## src/rtl/dmem_pkg.sv

```systemverilog
package dmem_pkg;

    typedef enum logic [1:0] {
        OP_RD   = 2'd0,
        OP_WR   = 2'd1,
        OP_BSET = 2'd2,
        OP_BCLR = 2'd3
    } op_e;

    typedef enum logic [2:0] {
        TGT_NONE = 3'd0,
        TGT_PTR0 = 3'd1,
        TGT_PTR1 = 3'd2,
        TGT_SFR  = 3'd3,
        TGT_GPR  = 3'd4
    } tgt_e;

    // windows sit at even addresses 2*i, their pointers at 2*i+1
    localparam int NUM_WIN = 2;

endpackage

```

## src/rtl/dmem_decode.sv

```systemverilog
module dmem_decode
    import dmem_pkg::*;
#(
    parameter int ADDR_W    = 8,
    parameter int SFR_FIRST = 4,
    parameter int SFR_LAST  = 39,
    parameter int GPR_BASE  = 64
) (
    input  logic [ADDR_W-1:0]              addr,
    input  logic [NUM_WIN-1:0][ADDR_W-1:0] ptrs,
    output tgt_e                           kind,
    output logic [ADDR_W-1:0]              eff_addr
);

    logic [NUM_WIN-1:0] win_hit;
    logic [NUM_WIN-1:0] eff_is_win;

    genvar gi;
    generate
        for (gi = 0; gi < NUM_WIN; gi++) begin : g_win
            assign win_hit[gi]    = (addr == ADDR_W'(2 * gi));
            assign eff_is_win[gi] = (eff_addr == ADDR_W'(2 * gi));
        end
    endgenerate

    always_comb begin
        eff_addr = addr;
        for (int i = 0; i < NUM_WIN; i++) begin
            if (win_hit[i]) eff_addr = ptrs[i];
        end
    end

    always_comb begin
        if (|eff_is_win) begin
            kind = TGT_NONE;
        end else if (eff_addr == ADDR_W'(1)) begin
            kind = TGT_PTR0;
        end else if (eff_addr == ADDR_W'(3)) begin
            kind = TGT_PTR1;
        end else if (eff_addr >= ADDR_W'(SFR_FIRST) && eff_addr <= ADDR_W'(SFR_LAST)) begin
            kind = TGT_SFR;
        end else if (eff_addr >= ADDR_W'(GPR_BASE)) begin
            kind = TGT_GPR;
        end else begin
            kind = TGT_NONE;
        end
    end

endmodule

```

## src/rtl/dmem_bitop.sv

```systemverilog
module dmem_bitop
    import dmem_pkg::*;
#(
    parameter int DATA_W = 8,
    localparam int BIT_W = $clog2(DATA_W)
) (
    input  op_e               op,
    input  logic [DATA_W-1:0] cur,
    input  logic [DATA_W-1:0] wdata,
    input  logic [BIT_W-1:0]  bit_idx,
    output logic [DATA_W-1:0] nxt
);

    logic [DATA_W-1:0] mask;

    always_comb begin
        mask = DATA_W'(1) << bit_idx;
        unique case (op)
            OP_WR:   nxt = wdata;
            OP_BSET: nxt = cur | mask;
            OP_BCLR: nxt = cur & ~mask;
            default: nxt = cur;
        endcase
    end

endmodule

```

## src/rtl/dmem_gpr_bank.sv

```systemverilog
module dmem_gpr_bank #(
    parameter int ADDR_W   = 8,
    parameter int DATA_W   = 8,
    parameter int GPR_BASE = 64,
    localparam int DEPTH   = (1 << ADDR_W) - GPR_BASE,
    localparam int IDX_W   = $clog2(DEPTH)
) (
    input  logic              clk,
    input  logic              we,
    input  logic [ADDR_W-1:0] addr,
    input  logic [DATA_W-1:0] wdata,
    output logic [DATA_W-1:0] rdata
);

    logic [DATA_W-1:0] mem_q [DEPTH];
    logic [ADDR_W-1:0] off;
    logic [IDX_W-1:0]  idx;

    assign off   = addr - ADDR_W'(GPR_BASE);
    assign idx   = off[IDX_W-1:0];
    assign rdata = mem_q[idx];

    always_ff @(posedge clk) begin
        if (we) mem_q[idx] <= wdata;
    end

endmodule

```

## src/rtl/dmem_ptrfile.sv

```systemverilog
module dmem_ptrfile
    import dmem_pkg::*;
#(
    parameter int ADDR_W    = 8,
    parameter int DATA_W    = 8,
    parameter int SFR_FIRST = 4,
    parameter int SFR_LAST  = 39,
    parameter int GPR_BASE  = 64,
    localparam int BIT_W    = $clog2(DATA_W)
) (
    input  logic              clk,
    input  logic              rst_n,
    input  logic              req_valid,
    input  logic [1:0]        req_op,
    input  logic [ADDR_W-1:0] req_addr,
    input  logic [DATA_W-1:0] req_wdata,
    input  logic [BIT_W-1:0]  req_bit,
    output logic              rd_valid,
    output logic [DATA_W-1:0] rd_data,
    output logic              sfr_sel,
    output logic              sfr_we,
    output logic [ADDR_W-1:0] sfr_addr,
    output logic [DATA_W-1:0] sfr_wdata,
    input  logic [DATA_W-1:0] sfr_rdata
);

    typedef struct packed {
        logic [DATA_W-1:0] mp0;
        logic [DATA_W-1:0] mp1;
        logic              rd_valid;
        logic [DATA_W-1:0] rd_data;
    } state_t;

    state_t state_d, state_q;

    op_e                           op;
    tgt_e                          kind;
    logic [ADDR_W-1:0]             eff_addr;
    logic [NUM_WIN-1:0][ADDR_W-1:0] ptrs;
    logic [DATA_W-1:0]             cur_val;
    logic [DATA_W-1:0]             new_val;
    logic [DATA_W-1:0]             gpr_rdata;
    logic                          is_read;
    logic                          wr_en;
    logic                          gpr_we;
    logic [DATA_W-1:0]             mp0_q;
    logic [DATA_W-1:0]             mp1_q;

    assign op      = op_e'(req_op);
    assign mp0_q   = state_q.mp0;
    assign mp1_q   = state_q.mp1;
    assign ptrs[0] = mp0_q[ADDR_W-1:0];
    assign ptrs[1] = mp1_q[ADDR_W-1:0];

    dmem_decode #(
        .ADDR_W   (ADDR_W),
        .SFR_FIRST(SFR_FIRST),
        .SFR_LAST (SFR_LAST),
        .GPR_BASE (GPR_BASE)
    ) u_decode (
        .addr    (req_addr),
        .ptrs    (ptrs),
        .kind    (kind),
        .eff_addr(eff_addr)
    );

    dmem_bitop #(
        .DATA_W(DATA_W)
    ) u_bitop (
        .op     (op),
        .cur    (cur_val),
        .wdata  (req_wdata),
        .bit_idx(req_bit),
        .nxt    (new_val)
    );

    dmem_gpr_bank #(
        .ADDR_W  (ADDR_W),
        .DATA_W  (DATA_W),
        .GPR_BASE(GPR_BASE)
    ) u_gpr (
        .clk  (clk),
        .we   (gpr_we),
        .addr (eff_addr),
        .wdata(new_val),
        .rdata(gpr_rdata)
    );

    always_comb begin
        is_read = req_valid && (op == OP_RD);
        wr_en   = req_valid && (op != OP_RD);

        unique case (kind)
            TGT_PTR0: cur_val = state_q.mp0;
            TGT_PTR1: cur_val = state_q.mp1;
            TGT_SFR:  cur_val = sfr_rdata;
            TGT_GPR:  cur_val = gpr_rdata;
            default:  cur_val = '0;
        endcase

        state_d          = state_q;
        state_d.rd_valid = is_read;
        if (is_read) state_d.rd_data = cur_val;
        if (wr_en && kind == TGT_PTR0) state_d.mp0 = new_val;
        if (wr_en && kind == TGT_PTR1) state_d.mp1 = new_val;

        gpr_we    = wr_en && (kind == TGT_GPR);
        sfr_sel   = req_valid && (kind == TGT_SFR);
        sfr_we    = wr_en && (kind == TGT_SFR);
        sfr_addr  = eff_addr;
        sfr_wdata = new_val;
    end

    always_ff @(posedge clk or negedge rst_n) begin
        if (!rst_n) begin
            state_q <= '0;
        end else begin
            state_q <= state_d;
        end
    end

    assign rd_valid = state_q.rd_valid;
    assign rd_data  = state_q.rd_data;

endmodule

```

## config.mk

```make
export PLATFORM = sky130hd
export DESIGN_NAME = dmem_ptrfile
export DESIGN_NICKNAME = d
export VERILOG_FILES = /design/src/rtl/dmem_pkg.sv /design/src/rtl/dmem_decode.sv /design/src/rtl/dmem_bitop.sv /design/src/rtl/dmem_gpr_bank.sv /design/src/rtl/dmem_ptrfile.sv
export SDC_FILE = /design/constraint.sdc
export NUM_CORES = 2
export LEC_CHECK = 0
export ABC_AREA = 1
export BUFFER_PORTS_ARGS = -buffer_cell sky130_fd_sc_hd__buf_4
export CAP_MARGIN = 10
export CORE_MARGIN = 4
export CORE_UTILIZATION = 50
export CTS_CLUSTER_SIZE = 14
export DETAILED_ROUTE_END_ITERATION = 8
export GPL_TIMING_DRIVEN = 1
export MAX_ROUTING_LAYER = met4
export PLACE_DENSITY = 0.65
export SLEW_MARGIN = 40
export SYNTH_ARGS = -nofsm -noshare
export SYNTH_HDL_FRONTEND = slang
export SYNTH_SLANG_ARGS = --single-unit
```

## constraint.sdc

```tcl
create_clock -name clk -period 6.3 [get_ports clk]
set_input_delay 0.63 -clock clk [delete_from_list [all_inputs] [get_ports clk]]
set_output_delay 0.63 -clock clk [all_outputs]
set_load 0.05 [all_outputs]
```

==> summary.md <==
| Metric | Value |
|---|---|
| CTS clk-pin slew, worst paths | roughly 60 ps |
| P_leak | 33.10 nW |
| Largest cells by area after synthesis | edfxtp_1, nand2_1, nand3b_1 |
| Number of vias per cell | between 5 and 6 |
| Cells after synthesis | 7125 |
| Sw Pwr | around 5.7 mW |
| Syn Std Cell Area | 70470 um2 |
| Sequential share of power | between 50% and 60% |
| Number of synthesized flops with an enable pin | around 1500 |
| Global route hottest layer | met2 |
| Arr. time, crit path | between 4000 and 5000 ps |
| Most common cell in the netlist | nand2_1 |
| Synth Area in Adders | less than 1% |
| Layout cells sized above 1 | 8.499% |
| Register area share after synthesis | 66.34% |
| Initial core utilization | between 50% and 60% |
| Met3 Use GR | ~4.4% |
| CTS tree | done |
| Core area | around 140000 um2 |
| R2R depth | 22 |
| Cell variety after synth | 34 |
| Largest family of logic cells by synthesized area | simple AND/OR/NAND/NOR gates |
| Pre-CTS setup slack | around 950 ps |
| Placer Congestion | 0.9925 |
| Compound-Gate Fraction of Synth Area | under 10% |
| Residual DRC count | 0 |
| Die height | 383.4 um |
| GRT Residual Overflow | 0 |
| Max Freq | ~0.18 GHz |
| Slew @ Worst Pin | between 800 and 900 ps |
| Hpwl dp | 121400 um |
| Pwr dens | 294.2 nW/um2 |
| H-tree lvl count | 4 |
| Clk_skew | approximately 46 ps |
| HP Class | in -> reg |
| Maximum vdd drop | roughly 0.29 mV |
| Biggest area consumer among synthesized cells | edfxtp_1 |
| Int Power | between 15 and 20 mW |
| Crit share post-route | between 80 and 90% |
| Status | finished clean |
| Top cell type's share of synthesized area | between 60% and 70% |
| Post-DR wirelength/cell | about 22 um |
| Vias in the first global route | 46790 |
| Minimum clock period | around 5400 ps |
| Die footprint | 147000 um2 |
| Longest Clk Path Bufs | 3 |
| Synth Register Bits | between 1500 and 2000 |
| First-pass GRT wire length | around 300000 um |
| Clock Latency Late Sink | approximately 800 ps |
| Initial antenna violation count | 0 |
| Nets | between 7000 and 8000 |
| Post-route ant nets | 0 |
| CTS root buf | clkbuf_16 |
| Clock power share | between 40% and 50% |
| Setup crit start kind | input port |
| Xor/xnor cell area share of the yosys netlist | 0% |
| Drt pass-1 iters | 7 |
| Synth Flop Type | edfxtp_1 |
| GR met1 Demand/Resource | between 30% and 40% |
| 1st-iter DRT viols | just under 6000 |
| Area delta synth->final | 12.23% |
| Mux contribution to synthesized area | 0% |
| Syn Nets | approximately 7200 |
| # IOs | 59 |
| Worst-path maximum fanout | 77 |
| Slack of the critical path | between 800 and 900 ps |
| YS warnings | 0 |
| Post-Route Setup TNS | 0 ps |
| Total Wirelength | 199200 um |
| Required @ worst endpoint | approximately 5700 ps |
| RSZ-0062 raised after global routing | false |
| Comb pwr share | 9.1% |
| WS Path Type | in -> out |
| Asr flop ratio synth | 1.602% |
| Reg area | 46750 um2 |
| Rows | ~140 |
| Switching part of the total | between 20% and 30% |
| CTS buffer count | 165 |
| Routed via count | ~49000 |
| Largest net degree at the start of global routing | 193 |
| Pins over their slew limit | 0 |
| Number of max-cap violations | 0 |
| Crit. End Element | output port |
| Area of the multi-input gates | 19420 um2 |
| Post-synth top cells | nand2_1, edfxtp_1, inv_1 |
| Simple-gate share of the synthesized area | around 25% |
| Final Hold Fails | 0 |
| Setup Viol. Count Final | 0 |
| Syn_area_per_cell | 9.890 um2 |
| Port Buffers | just under 60 |
| Die X-Extent | about 380 um |
| CTS Sinks | around 1600 |
| Hold Path Stages | 3 |
| Layout fillers | approximately 12000 |
| Post-CTS resize count | 0 |
| All-Layer GR Usage | about 28% |
| Max_slew headroom | between 40% and 50% |
| Grt met2 use | around 43% |
-- repair_timing --
item | 4_1_cts | 5_1_grt
hold buffers | 1 | 0
setup buffers | 0 | 0
hold endpoints to repair | 25 | 0
-- final timing paths --
kind                               from                 to  slack (ps)
min in group asynchronous         rst_n           rd_valid         290
hold reg to reg                mp1_q[0]           mp1_q[0]         480
setup / recovery            req_addr[4]       sfr_wdata[4]         860
hold / removal             sfr_rdata[3]         rd_data[3]         220
setup reg to reg               mp0_q[0]  u_gpr.mem_q[7][5]        1670
max in group asynchronous         rst_n           mp0_q[4]        5720
-- state kept, by name, summed over array words and instances (netlist names) --
signal and count:
u_gpr.mem_q 1536, mp0_q 8, mp1_q 8, rd_data 8
rd_valid 1
-- power groups by stage --
| stage | sequential [mW] | combinational (mW) | clock (mW) |
|---|---|---|---|
| 4_1_cts | 11.8 | 2.08 | 9.43 |
| 2_1_floorplan | 12.2 | 1.07 | 0 |
| 6_report | 11.8 | 2.11 | 9.33 |
| 3_3_place_gp | 12.0 | 2.05 | 0 |
| 5_1_grt | 11.8 | 2.26 | 9.86 |
| 3_5_place_dp | 12.0 | 2.07 | 0 |
-- cells by family (layout without fill, tap and decap cells) --
kind of cell / count (synthesis) / count (layout)
compound gates: 296 / 296
fa+ha+maj: 4 / 4
buf+inv: 1154 / 1324
flops: 1561 / 1561
other cells: 0 / 1
simple gates: 4110 / 4110
-- per-stage QoR --
step	cell area (um2)	utilization, %	hold slack, ps	std cells	power, mW
global route	79080	56.61	231.1	9171	23.94
detailed placement	73730	52.78	466.3	8870	14.12
CTS	78860	56.45	170.1	9169	23.33
finish	79090	56.61	218.3	9172	23.26
floorplan	70500	-	334.4	7125	13.22
global placement	73580	52.67	468.1	8868	14.09
-- final cells by class --
cell class                      instances  share of cell area, %
Sequential cell                      1561                  59.11
Tap cell                             1876                  2.968
Clock inverter                         93                  1.009
Antenna cell                            1               0.003164
Multi-Input combinational cell       4410                  24.55
Inverter                              773                  3.721
Timing Repair Buffer                  253                  3.170
Clock buffer                          205                  5.464
-- cells in the final DEF, fill, tap and decap left out, types with 3 or more instances in the layout --
master	synthesis	final
clkinv_8	0	5
clkinv_2	0	25
bufinv_16	0	9
nand2_2	3	7
nand2_1	2980	2976
nand2_8	0	3
inv_6	0	4
buf_4	1	204
buf_12	0	44
ha_1	4	4
nor2_1	521	409
clkbuf_1	129	38
o21ai_1	48	48
clkinv_1	3	46
inv_2	8	5
nand3b_1	469	469
nor3_1	8	8
nand3_1	100	100
a31oi_1	9	8
o211ai_1	15	15
dfrtp_1	25	25
edfxtp_1	1536	1536
a21oi_1	17	17
o21ai_0	201	201
clkinvlp_4	0	12
clkbuf_16	0	167
inv_1	762	754
nor2_2	3	112
nand4_1	17	17
nor2_4	4	7
-- critical path: stages --
cell	delay, ps
buf_4	120
nor2_1	120
nand2_2	130
nor2_4	240
nand2_1	70
nand2_1	130
o21ai_4	120
inv_8	480
buf_4	410
nand2_1	90
nand2_1	120
nand2_1	70
nand2_1	100
nor2_1	70
nor2_1	290
nor2_1	120
nand3_1	220
nand3_1	150
nand2_1	170
nand3_1	170
nand2_1	160
clkinvlp_4	210
buf_4	270
-- metal layers --
metal	share of wire (%)	wire length, um
met1	41	81250
met2	47	93540
met3	8.0	15880
met4	4.3	8504
met5	0	0
No activity file was read; power rests on OpenSTA's default activity.
